<file path="src/rtl/eeprom_rdseq_pkg.sv">
package eeprom_rdseq_pkg;

    typedef enum logic [2:0] {
        OP_NONE    = 3'd0,
        OP_START   = 3'd1,
        OP_RESTART = 3'd2,
        OP_STOP    = 3'd3,
        OP_WRITE   = 3'd4,
        OP_READ    = 3'd5
    } bus_op_e;

    typedef enum logic [3:0] {
        ST_IDLE,
        ST_START,
        ST_CTRL_WR,
        ST_ADDR,
        ST_RESTART,
        ST_CTRL_RD,
        ST_READ,
        ST_STOP
    } seq_state_e;

    typedef enum logic [1:0] {
        TX_NONE,
        TX_CTRL_WR,
        TX_CTRL_RD,
        TX_ADDR
    } tx_sel_e;

endpackage

</file>
<file path="src/rtl/eeprom_rdseq_fsm.sv">
module eeprom_rdseq_fsm
    import eeprom_rdseq_pkg::*;
#(
    parameter int ADDR_BYTES = 2,
    parameter int IDX_W      = 1
) (
    input  logic             clk,
    input  logic             rst_n,
    input  logic             go,
    input  logic             eng_done,
    input  logic             eng_ack,
    output logic             accept,
    output logic             busy,
    output logic             cmd_req,
    output bus_op_e          cmd_op,
    output logic             cmd_nack,
    output tx_sel_e          tx_sel,
    output logic [IDX_W-1:0] byte_idx,
    output logic             rd_capture,
    output logic             finish,
    output logic             failed
);

    localparam logic [IDX_W-1:0] LAST_IDX = IDX_W'(ADDR_BYTES - 1);

    seq_state_e       state_q, state_n;
    logic             issued_q, issued_n;
    logic [IDX_W-1:0] idx_q, idx_n;
    logic             fail_q, fail_n;
    logic             step;

    // Step: the command issued in this state has been answered by the engine
    assign step = issued_q && eng_done;

    // State register
    always_ff @(posedge clk) begin
        if (!rst_n) begin
            state_q  <= ST_IDLE;
            issued_q <= 1'b0;
            idx_q    <= '0;
            fail_q   <= 1'b0;
        end else begin
            state_q  <= state_n;
            issued_q <= issued_n;
            idx_q    <= idx_n;
            fail_q   <= fail_n;
        end
    end

    // Next-state logic
    always_comb begin
        state_n  = state_q;
        idx_n    = idx_q;
        fail_n   = fail_q;
        issued_n = issued_q;
        if (state_q != ST_IDLE) begin
            if (!issued_q)
                issued_n = 1'b1;
            else if (eng_done)
                issued_n = 1'b0;
        end
        unique case (state_q)
            ST_IDLE: begin
                if (go) begin
                    state_n  = ST_START;
                    issued_n = 1'b0;
                    fail_n   = 1'b0;
                end
            end
            ST_START: begin
                if (step) state_n = ST_CTRL_WR;
            end
            ST_CTRL_WR: begin
                if (step) begin
                    if (eng_ack) begin
                        state_n = ST_ADDR;
                        idx_n   = LAST_IDX;
                    end else begin
                        state_n = ST_STOP;
                        fail_n  = 1'b1;
                    end
                end
            end
            ST_ADDR: begin
                if (step) begin
                    if (!eng_ack) begin
                        state_n = ST_STOP;
                        fail_n  = 1'b1;
                    end else if (idx_q == '0) begin
                        state_n = ST_RESTART;
                    end else begin
                        idx_n = idx_q - 1'b1;
                    end
                end
            end
            ST_RESTART: begin
                if (step) state_n = ST_CTRL_RD;
            end
            ST_CTRL_RD: begin
                if (step) begin
                    if (eng_ack) begin
                        state_n = ST_READ;
                    end else begin
                        state_n = ST_STOP;
                        fail_n  = 1'b1;
                    end
                end
            end
            ST_READ: begin
                if (step) state_n = ST_STOP;
            end
            ST_STOP: begin
                if (step) state_n = ST_IDLE;
            end
            default: begin
                state_n  = ST_IDLE;
                issued_n = 1'b0;
            end
        endcase
    end

    // Output logic
    always_comb begin
        cmd_op   = OP_NONE;
        tx_sel   = TX_NONE;
        cmd_nack = 1'b0;
        unique case (state_q)
            ST_IDLE:    cmd_op = OP_NONE;
            ST_START:   cmd_op = OP_START;
            ST_CTRL_WR: begin
                cmd_op = OP_WRITE;
                tx_sel = TX_CTRL_WR;
            end
            ST_ADDR: begin
                cmd_op = OP_WRITE;
                tx_sel = TX_ADDR;
            end
            ST_RESTART: cmd_op = OP_RESTART;
            ST_CTRL_RD: begin
                cmd_op = OP_WRITE;
                tx_sel = TX_CTRL_RD;
            end
            ST_READ: begin
                cmd_op   = OP_READ;
                cmd_nack = 1'b1;
            end
            ST_STOP:    cmd_op = OP_STOP;
            default:    cmd_op = OP_NONE;
        endcase
    end

    assign accept     = (state_q == ST_IDLE) && go;
    assign busy       = (state_q != ST_IDLE);
    assign cmd_req    = busy && !issued_q;
    assign byte_idx   = idx_q;
    assign rd_capture = (state_q == ST_READ) && step;
    assign finish     = (state_q == ST_STOP) && step;
    assign failed     = fail_q;

endmodule

</file>
<file path="src/rtl/eeprom_rdseq_txmux.sv">
module eeprom_rdseq_txmux
    import eeprom_rdseq_pkg::*;
#(
    parameter int                 DEV_W      = 3,
    parameter int                 ADDR_W     = 16,
    parameter int                 ADDR_BYTES = 2,
    parameter int                 IDX_W      = 1,
    parameter logic [6-DEV_W:0]   CTRL_ID    = 'b1010
) (
    input  tx_sel_e          tx_sel,
    input  logic [IDX_W-1:0] byte_idx,
    input  logic [DEV_W-1:0] dev_q,
    input  logic [ADDR_W-1:0] addr_q,
    output logic [7:0]       wdata
);

    logic [7:0] addr_byte [ADDR_BYTES];

    // Split the captured address into bytes; index 0 is the least significant
    for (genvar b = 0; b < ADDR_BYTES; b++) begin : g_addr_byte
        assign addr_byte[b] = addr_q[b*8 +: 8];
    end

    always_comb begin
        unique case (tx_sel)
            TX_CTRL_WR: wdata = {CTRL_ID, dev_q, 1'b0};
            TX_CTRL_RD: wdata = {CTRL_ID, dev_q, 1'b1};
            TX_ADDR:    wdata = addr_byte[byte_idx];
            default:    wdata = 8'h00;
        endcase
    end

endmodule

</file>
<file path="src/rtl/eeprom_rdseq_regs.sv">
module eeprom_rdseq_regs #(
    parameter int DEV_W  = 3,
    parameter int ADDR_W = 16
) (
    input  logic              clk,
    input  logic              rst_n,
    input  logic              accept,
    input  logic [DEV_W-1:0]  dev_sel,
    input  logic [ADDR_W-1:0] mem_addr,
    input  logic              rd_capture,
    input  logic [7:0]        eng_rdata,
    input  logic              finish,
    input  logic              failed,
    output logic [DEV_W-1:0]  dev_q,
    output logic [ADDR_W-1:0] addr_q,
    output logic [7:0]        rd_data,
    output logic              rd_valid,
    output logic              err
);

    // Request arguments, frozen for the whole transfer
    always_ff @(posedge clk) begin
        if (!rst_n) begin
            dev_q  <= '0;
            addr_q <= '0;
        end else if (accept) begin
            dev_q  <= dev_sel;
            addr_q <= mem_addr;
        end
    end

    // Result byte and closing flags
    always_ff @(posedge clk) begin
        if (!rst_n) begin
            rd_data  <= '0;
            rd_valid <= 1'b0;
            err      <= 1'b0;
        end else begin
            if (rd_capture)
                rd_data <= eng_rdata;
            rd_valid <= finish && !failed;
            if (accept)
                err <= 1'b0;
            else if (finish && failed)
                err <= 1'b1;
        end
    end

endmodule

</file>
<file path="src/rtl/eeprom_rdseq.sv">
module eeprom_rdseq
    import eeprom_rdseq_pkg::*;
#(
    parameter int DEV_W  = 3,
    parameter int ADDR_W = 16
) (
    input  logic              clk,
    input  logic              rst_n,
    input  logic              go,
    input  logic [DEV_W-1:0]  dev_sel,
    input  logic [ADDR_W-1:0] mem_addr,
    output logic              busy,
    output logic              rd_valid,
    output logic [7:0]        rd_data,
    output logic              err,
    output logic              cmd_req,
    output logic [2:0]        cmd_op,
    output logic [7:0]        cmd_wdata,
    output logic              cmd_nack,
    input  logic              eng_done,
    input  logic              eng_ack,
    input  logic [7:0]        eng_rdata
);

    localparam int ADDR_BYTES = ADDR_W / 8;
    localparam int IDX_W      = (ADDR_BYTES > 1) ? $clog2(ADDR_BYTES) : 1;

    logic              accept;
    bus_op_e           op;
    tx_sel_e           tx_sel;
    logic [IDX_W-1:0]  byte_idx;
    logic              rd_capture;
    logic              finish;
    logic              failed;
    logic [DEV_W-1:0]  dev_q;
    logic [ADDR_W-1:0] addr_q;

    eeprom_rdseq_fsm #(
        .ADDR_BYTES (ADDR_BYTES),
        .IDX_W      (IDX_W)
    ) u_fsm (
        .clk        (clk),
        .rst_n      (rst_n),
        .go         (go),
        .eng_done   (eng_done),
        .eng_ack    (eng_ack),
        .accept     (accept),
        .busy       (busy),
        .cmd_req    (cmd_req),
        .cmd_op     (op),
        .cmd_nack   (cmd_nack),
        .tx_sel     (tx_sel),
        .byte_idx   (byte_idx),
        .rd_capture (rd_capture),
        .finish     (finish),
        .failed     (failed)
    );

    eeprom_rdseq_txmux #(
        .DEV_W      (DEV_W),
        .ADDR_W     (ADDR_W),
        .ADDR_BYTES (ADDR_BYTES),
        .IDX_W      (IDX_W)
    ) u_txmux (
        .tx_sel   (tx_sel),
        .byte_idx (byte_idx),
        .dev_q    (dev_q),
        .addr_q   (addr_q),
        .wdata    (cmd_wdata)
    );

    eeprom_rdseq_regs #(
        .DEV_W  (DEV_W),
        .ADDR_W (ADDR_W)
    ) u_regs (
        .clk        (clk),
        .rst_n      (rst_n),
        .accept     (accept),
        .dev_sel    (dev_sel),
        .mem_addr   (mem_addr),
        .rd_capture (rd_capture),
        .eng_rdata  (eng_rdata),
        .finish     (finish),
        .failed     (failed),
        .dev_q      (dev_q),
        .addr_q     (addr_q),
        .rd_data    (rd_data),
        .rd_valid   (rd_valid),
        .err        (err)
    );

    assign cmd_op = op;

endmodule

</file>
<file path="config.mk">
export PLATFORM = sky130hd
export DESIGN_NAME = eeprom_rdseq
export DESIGN_NICKNAME = d
export VERILOG_FILES = /design/src/rtl/eeprom_rdseq_pkg.sv /design/src/rtl/eeprom_rdseq_fsm.sv /design/src/rtl/eeprom_rdseq_txmux.sv /design/src/rtl/eeprom_rdseq_regs.sv /design/src/rtl/eeprom_rdseq.sv
export SDC_FILE = /design/constraint.sdc
export NUM_CORES = 1
export LEC_CHECK = 0
export BUFFER_PORTS_ARGS = -buffer_cell sky130_fd_sc_hd__buf_2
export CAP_MARGIN = 20
export CORE_MARGIN = 3
export CORE_UTILIZATION = 45
export CTS_BUF_LIST = sky130_fd_sc_hd__clkbuf_16
export CTS_CLUSTER_DIAMETER = 50
export DETAILED_ROUTE_END_ITERATION = 12
export GPL_ROUTABILITY_DRIVEN = 0
export MAX_ROUTING_LAYER = met4
export PLACE_DENSITY = 0.82
export SETUP_SLACK_MARGIN = 0.1
export SYNTH_ARGS = -nofsm -noshare
export SYNTH_HDL_FRONTEND = slang
export SYNTH_HIERARCHICAL = 1
export SYNTH_SLANG_ARGS = --single-unit
export TNS_END_PERCENT = 100
</file>
<file path="constraint.sdc">
create_clock -name clk -period 1.44 [get_ports clk]
set_clock_uncertainty 0.05 [all_clocks]
set_input_delay 0.072 -clock clk [delete_from_list [all_inputs] [get_ports clk]]
set_output_delay 0.072 -clock clk [all_outputs]
set_load 0.01 [all_outputs]
</file>
# Yosys cells after proc, flatten, opt, wreduce, memory -nomap -nowiden

Cells that the tools add are included.

Add/subtract/negate cells: 1
Magnitude comparators: 1
Eq/ne operators: 23
Mux-type cells: 35
Bitwise logic cells: 2
Reductions and logical operators: 19

Operators by type and width:

| cell                                          | count |
|---|---|
| two-way mux 4 bit                             | 10 |
| one-hot mux 4 bit (8 select lines)            | 1 |
| two-way mux 8 bit                             | 3 |
| one-hot mux 8 bit (3 select lines)            | 1 |
| == test 4 x 3 -> 1 bit, second input constant | 4 |
| != test 2 x 1 -> 1 bit, second input constant | 8 |
| one-hot mux 3 bit (5 select lines)            | 1 |
| two-way mux 1 bit                             | 14 |
| AND reduction 9 bit                           | 1 |
| == test 4 x 2 -> 1 bit, second input constant | 2 |
| != test 2 bit, second input constant          | 4 |
| logical AND 1 bit                             | 7 |
| OR reduction 7 bit                            | 1 |
| one-hot mux 1 bit (2 select lines)            | 3 |
| one-hot mux 2 bit (3 select lines)            | 1 |
| AND reduction 5 bit                           | 1 |
| == test 2 bit, second input constant          | 2 |
| == test 4 x 1 -> 1 bit, second input constant | 1 |
| logical NOT 4 bit                             | 1 |
| AND reduction 4 bit                           | 1 |
| nonzero test 2 bit                            | 2 |
| nonzero test 4 bit                            | 1 |
| two-way mux 3 bit                             | 1 |
| != test 3 bit, second input constant          | 1 |
| 8 further kinds                               | 9 |

Register bits: 36
Input bits: 32
Output and inout bits: 24
Logic and storage cells: 90

# Depth between registers and ports, before layout

Gate-level depths: netlist of run 1.

Depth in word-level cells: 5
Depth in mapped cells: 6
Gate-level depth less buffers: 4

# Cells and area by module

Netlist of run 1, hierarchy kept.

By module, submodules not included:

| module             | times used | cells each | area each (um^2) |
|---|---|---|---|
| eeprom_rdseq_regs  | 1          | 92         | 1084.8 |
| eeprom_rdseq_fsm   | 1          | 58         | 431.7 |
| eeprom_rdseq_txmux | 1          | 28         | 212.7 |

# Least setup slack after synthesis of run 1

Ideal clock, no wire load.

Path type: register to register
Start point: register u_fsm.state_q[0]
End point: register u_regs.addr_q[0]
Arrival time: 1.246 ns
Path slack: 0.028 ns
Cell stages (with the launch flop): 6
Buffers on the path: 1
Path through: dfxtp_1 nor3_2 and2_1 buf_6 mux2i_1 nor2b_1

Longest elaborated chain between the ends: 2

Ends and longest elaborated chain:

| what                   | RTL line                | text |
|---|---|---|
| start, declared        | eeprom_rdseq_fsm.sv:26  | `seq_state_e state_q, state_n;` |
| start signal, assigned | eeprom_rdseq_fsm.sv:43  | `state_q <= state_n;` |
| logical NOT 4 bit      | eeprom_rdseq_fsm.sv:152 | `assign accept = (state_q == ST_IDLE) && go;` |
| logical AND 1 bit      | eeprom_rdseq_fsm.sv:152 |  |
| via accept             | eeprom_rdseq.sv:28      | `logic accept;` |
| end signal, assigned   | eeprom_rdseq_regs.sv:28 | `addr_q <= mem_addr;` |
| end, declared          | eeprom_rdseq_regs.sv:15 | `output logic [ADDR_W-1:0] addr_q,` |

The timed path passes the listed nets, and every way through them passes these cells.
A chain may end at the register's enable or synchronous reset.

# Worst setup path in the final report of run 1

Start point: register u_fsm.state_q[2]
End point: output port cmd_wdata[1]

Longest elaborated chain between the ends: 4
Elaborated cells between the ends (all ways): 8
Those cells by class: eq/ne (6); mux (2)

Ends and longest elaborated chain:

| what                                                             | RTL line                 | text |
|---|---|---|
| == test 4 x 3 -> 1 bit or == test 4 x 2 -> 1 bit (tied branches) | eeprom_rdseq_fsm.sv:127  | `unique case (state_q)` |
| one-hot mux 2 bit (3 select lines) *                             | eeprom_rdseq_fsm.sv:127  |  |
| via tx_sel[0]                                                    | eeprom_rdseq.sv:30       | `tx_sel_e tx_sel;` |
| == test 2 bit or == test 2 x 1 -> 1 bit (tied branches)          | eeprom_rdseq_txmux.sv:25 | `unique case (tx_sel)` |
| one-hot mux 8 bit (3 select lines) *                             | eeprom_rdseq_txmux.sv:25 |  |
| end, declared                                                    | eeprom_rdseq.sv:18       | `output logic [7:0] cmd_wdata,` |

Mark *: on every way through the listed nets, which the timed path passes. The rest lies on a longest branch.

==> flow_metrics.tcl, run 1 <==
set metrics [dict create \
    power_density_mw_per_mm2 1015 \
    final_nets 283 \
    ys_seq_area_frac 0.4052 \
    areaGrowthSynthToFinish_pct 46.38 \
    worstPathRequired_ns 1.32 \
    critPathKind "flop to output pin" \
    synth_area_per_cell_um2 9.714 \
    fin_ws_ns -0.2078 \
    syn-num-nets 210 \
    die_height_um 67.99 \
    grt_pass1_wl_mm 6.962 \
    power_mw 2.570 \
    drt_iter0_drc 97 \
    core_mm2 0.003521 \
    synth_top_area_cell "dfxtp_1" \
    gr-usage-all-layers 0.2053 \
    place_hpwl_mm 2.593 \
    setup_viol 36 \
    critPathArrivalTime_ns 1.53 \
    critical_path.max_fanout 11 \
    slowest_stage "dfxtp_4" \
    rsz0062_at_grt "true" \
    path_depth 6 \
    viasPerCell 5.226 \
    cts_buffer_depth 2 \
    fin_cells 297 \
    antenna_found_initial 0 \
    vias 1552 \
    cts_buffers 5 \
    dieArea_mm2 0.004623 \
    postRouteAntennaNets 0 \
    grt_overflow 0 \
    avgRoutedWirePerCell_um 14.24 \
    synth_warnings 6 \
    synth_most_common_cell "mux2i_1" \
    cp-end-kind "output pin" \
    cts_root_buf "clkbuf_16" \
    rows 21 \
    synth_flop_cell "dfxtp_1" \
    clkTransAtPathRegs_ns 0.05 \
    place_inst 282 \
    drc 0 \
    dr.pass1.iters 4 \
    netlist-cell-type-count 34 \
    cap_violations 0 \
    p_leak_nw 1.105 \
    crit_chain "nand2b_4, buf_4, inv_8, nand2_4, o211ai_1, buf_2" \
    synth_cells 178 \
    finalHoldViolations 0 \
    dpl-instance-area_mm2 0.002120 \
    post-route-period-util 1.144 \
    worstMarginPinSlew_ns 0.1963 \
    final_max_slew_viol_count 0 \
    synth_commonest_cells "mux2i_1 (36), dfxtp_1 (35), nor2b_1 (28)" \
    critPathMaxStageDelay_ns 0.35 \
    layout-drive-gt1-share 0.4462 \
    ys_seq_elements 35 \
    synth_edf_count 0 \
    drt-total-wl_mm 4.229 \
    synth_area_leaders "dfxtp_1 (41%), mux2i_1 (21%), nor2b_1 (10%)" \
    cts_tree "yes" \
    clock_latency_ns 0.28 \
    crit_buf_inv 3 \
    io_buffers 55 \
    synth_top_area_frac 0.4052 \
    violations "setup timing" \
    status "complete, but fails checks" \
    cts.sinks 35 \
    reg2reg_depth 7 \
    synth_area_mm2 0.001729 \
    chipWidth_um 67.99 \
    final_cell_area_mm2 0.002531 \
    num_io_pins 56 \
    htree_levels 2 \
    fmaxAchievable_mhz 606.9 \
    grt_max_degree 24 \
    holdWs_ns 0.008299 \
    layout_min_cycle_time_ns 1.648 \
    cp_top_family "buffers and inverters" \
    hold_class "input pin to flop" \
    final_util 0.7189 \
    start_util 0.4911 \
    antenna_cells 0 \
    max_slew_margin 0.8654 \
    crit_path_start_kind "flop" \
    hold_depth 3 \
    ir_drop_v 0.0007933 \
    grt_pass1_vias 1514 \
    async_flop_share 0 \
]
-- layer usage --
| metal | vias up | routed length, um | share of wire | GRT usage |
|---|---|---|---|---|
| met5 | - | 0 | 0 | - |
| met4 | 0 | 83 | 0.020 | 0.08933 |
| met3 | 11 | 278 | 0.066 | 0.04269 |
| met2 | 66 | 2159 | 0.51 | 0.3369 |
| met1 | 715 | 1707 | 0.40 | 0.2419 |
| li1 | 760 | - | - | - |
-- worst register-to-register path: stages, from the launching register on --
cell	delay (ns)
dfxtp_4	0.35
buf_4	0.16
nor3_4	0.20
and2_4	0.22
buf_12	0.11
buf_16	0.12
mux2i_1	0.18
nor2b_1	0.07
-- kinds of logic (layout without fill, tap and decap cells) --
| group | after synthesis | after routing | share of synthesized area |
|---|---|---|---|
| and+or+nand+nor | 67 | 67 | 0.2279 |
| xor gates and xnor gates | 1 | 1 | 0.005066 |
| muxes | 36 | 36 | 0.2084 |
| AOI/OAI and AO/OA | 23 | 23 | 0.09190 |
| DFF | 35 | 35 | 0.4052 |
| buffers and inverters | 16 | 89 | 0.06150 |
-- cell type report --
type | count | area (um^2)
Timing Repair Buffer | 78 | 546.8
Clock buffer | 5 | 125.1
Multi-Input combinational cell | 127 | 1033
Fill cell | 266 | 989.7
Tap cell | 46 | 57.56
Inverter | 4 | 25.02
Sequential cell | 35 | 709.4
Clock inverter | 2 | 33.78
-- registers in the layout, summed over array words and instances (netlist names) --
name / count
u_fsm/state_q: 3
u_regs/dev_q: 3
u_fsm/byte_idx: 1
u_regs/rd_valid: 1
u_fsm/issued_q: 1
u_regs/err: 1
u_regs/addr_q: 16
u_fsm/failed: 1
u_regs/rd_data: 8
-- power by group --
part | total [mW] | switching [mW] | internal [mW]
combinational | 0.356 | 0.156 | 0.200
sequential | 1.04 | 0.0297 | 1.01
clock | 1.17 | 0.372 | 0.799
total | 2.57 | 0.558 | 2.01
-- cells in the final DEF (no fill, tap or decap), drive strengths merged, types with 3 or more instances in the layout --
cell type  synthesis  final
buf               10     78
mux2i             36     36
dfxtp             35     35
nor2b             28     28
nand3b             9      9
nand2              9      9
nor2               7      7
a21oi              7      7
clkbuf             2      5
inv                4      5
nor3               4      4
nand2b             4      4
o211ai             3      3
and2               3      3
a21boi             3      3
-- final timing paths --
check | start | end | slack, ns
worst max-delay path | u_fsm/state_q[2] | cmd_wdata[1] | -0.21
worst min-delay path | mem_addr[2] | u_regs/addr_q[2] | 0.008
worst max register to register | u_fsm/state_q[1] | u_regs/addr_q[4] | -0.13
worst min register to register | u_fsm/issued_q | u_fsm/issued_q | 0.46
-- per-stage QoR --
stage / setup TNS, ns / worst slack, ns
finish: -2.775 / -0.2078
global route: -4.843 / -0.2842
CTS: -1.146 / -0.1734
detailed placement: -0.002117 / -0.002117
global placement: 0 / 0.04757
floorplan: 0 / 0.09187
-- repair_timing --
item | CTS | global route
gates resized for setup | 24 | 21
pin swaps | 11 | 12
gates cloned | 1 | 0
buffers inserted | 6 | 3
endpoints found under the setup margin | 35 | 44
hold buffers | 0 | 0
Note: power is estimated with default switching activity, not from simulation.
==> inputs of run 2 (changes only) <==
CAP_MARGIN = unset   (was 20)
CORE_UTILIZATION = 54   (was 45)
PLACE_DENSITY = 0.91   (was 0.82)
REMOVE_ABC_BUFFERS = 1   (was unset)
clock period = 2.1 ns   (was 1.44 ns; I/O delays follow)
==> flow_metrics.tcl, run 2 (synthesis gave the netlist of run 1 again) <==
set metrics [dict create \
    critical_path.max_fanout 12 \
    largest_reg_flops 16 \
    cts_root_buf "clkbuf_16" \
    layout-drive-gt1-share 0.3077 \
    chipWidth_um 62.59 \
    io_buffers 55 \
    hold_depth 3 \
    fin_ws_ns 0.2045 \
    slowest_stage "dfxtp_2" \
    path_depth 6 \
    dp_slack_ns 0.4158 \
    core_mm2 0.002900 \
    grt_pass1_vias 1444 \
    drc 0 \
    cts.sinks 35 \
    finalHoldViolations 0 \
    cap_violations 0 \
    htree_levels 2 \
    dieArea_mm2 0.003917 \
    crit_path_end "cmd_wdata[7]" \
    r2r-end "u_regs/addr_q[5]" \
    gr-usage-all-layers 0.2115 \
    final_common_cell "buf_2" \
    critPathMaxStageDelay_ns 0.44 \
    vias 1448 \
    setup_viol 0 \
    reg2reg_depth 5 \
    critPathArrivalTime_ns 1.74 \
    reg2reg_from "u_fsm/state_q[2]" \
    regMostFlops "u_regs/addr_q" \
    ir_drop_v 0.0006162 \
    critPathKind "flop to output pin" \
    cp-end-kind "output pin" \
    cts-hold-fix-buffers 0 \
    final_max_slew_viol_count 0 \
    num_io_pins 56 \
    drt_iter0_drc 106 \
    power_density_mw_per_mm2 735.2 \
    die_height_um 62.59 \
    hold_class "input pin to flop" \
    clock_latency_ns 0.27 \
    crit_path_start_kind "flop" \
    status "complete, no violations" \
    r2r_setup_slack_ns 0.54 \
    areaGrowthSynthToFinish_pct 24.17 \
    drt-total-wl_mm 3.925 \
    start_util 0.5962 \
    setup-tns-final_ns 0 \
    cp_top_family "flip-flops" \
    layout_common_cells "buf_2 (55), mux2i_1 (36), dfxtp_1 (33), nor2b_1 (28)" \
    avgRoutedWirePerCell_um 14.22 \
    cts_buffers 5 \
    antenna_found_initial 0 \
    layout_min_cycle_time_ns 1.895 \
    top_regs "u_regs/addr_q: 16 flops, u_regs/rd_data: 8 flops" \
    antenna_cells 0 \
    crit_buf_inv 2 \
    fin_cells 276 \
    place_inst 269 \
    crit_start "u_fsm/state_q[1]" \
    dr.pass1.iters 4 \
    max_slew_margin 0.5565 \
    postRouteAntennaNets 0 \
    final_nets 266 \
    power_mw 1.578 \
    rsz0062_at_grt "false" \
    n_fill_cell 234 \
    cts_tree "yes" \
    p_leak_nw 0.9229 \
    post-route-period-util 0.9026 \
    viasPerCell 5.246 \
    crit_chain "nand2b_1, a21boi_1, buf_4, nor2_1, a21oi_1, buf_2" \
    place_hpwl_mm 2.675 \
    clkTransAtPathRegs_ns 0.05 \
    grt_overflow 0 \
    worstPathRequired_ns 1.95 \
    grt_pass1_wl_mm 6.403 \
    cts_buffer_depth 2 \
    grt_max_degree 32 \
    worstMarginPinSlew_ns 0.6643 \
    rows 19 \
    fmaxAchievable_mhz 527.6 \
]
-- run 2: worst min-delay path by stage --
stage | slack [ns] | endpoint | startpoint
3_5_place_dp | 0.32 | u_regs/addr_q[6] | mem_addr[6]
2_1_floorplan | 0.17 | u_fsm/byte_idx | eng_ack
4_1_cts | 0.03 | u_regs/addr_q[6] | mem_addr[6]
6_report | 0.04 | u_regs/addr_q[6] | mem_addr[6]
3_3_place_gp | 0.31 | u_regs/rd_data[0] | eng_rdata[0]
5_1_grt | 0.05 | u_regs/addr_q[8] | mem_addr[8]
-- run 2: power breakdown --
group	internal (mW)	switching, mW	total [mW]
Clock	0.425	0.252	0.677
Sequential	0.696	0.0208	0.717
Combinational	0.0947	0.0899	0.185
-- run 2: tightest hold or removal path: cells and delay by family --
kind / cells / cell delay (ns)
multiplexers: 1 / 0.05
AND/OR/NAND/NOR: 1 / 0.09
buffers and inverters: 1 / 0.08
-- run 2: through the flow --
| stage | utilization | hold WS [ns] | area (um^2) |
|---|---|---|---|
| 3_3_place_gp | 0.6933 | 0.3080 | 2011 |
| 4_1_cts | 0.7399 | 0.03475 | 2146 |
| 2_1_floorplan | - | 0.1715 | 1638 |
| 5_1_grt | 0.7403 | 0.05095 | 2147 |
| 6_report | 0.7403 | 0.03528 | 2147 |
| 3_5_place_dp | 0.6933 | 0.3194 | 2011 |
-- run 2: what timing repair did --
action	4_1_cts	5_1_grt
gates resized for setup	1	1
setup buffers	0	0
endpoints found under the setup margin	1	6
gates cloned	0	0
-- run 2: final cells by class --
type                            instances  area (um^2)  area share
Clock inverter                          2        8.758    0.004079
Multi-Input combinational cell        127        922.1      0.4295
Clock buffer                            5        125.1     0.05828
Tap cell                               42        52.55     0.02448
Inverter                                4        15.01    0.006993
Sequential cell                        35        703.2      0.3275
Timing Repair Buffer                   61        320.3      0.1492
-- run 2: metal layers --
| metal | share of wire | vias to the layer above | global-route usage |
|---|---|---|---|
| met5 | 0 | - | - |
| met4 | 0.029 | 0 | 0.09642 |
| met2 | 0.48 | 58 | 0.3475 |
| li1 | - | 726 | - |
| met1 | 0.42 | 652 | 0.2285 |
| met3 | 0.070 | 12 | 0.07554 |
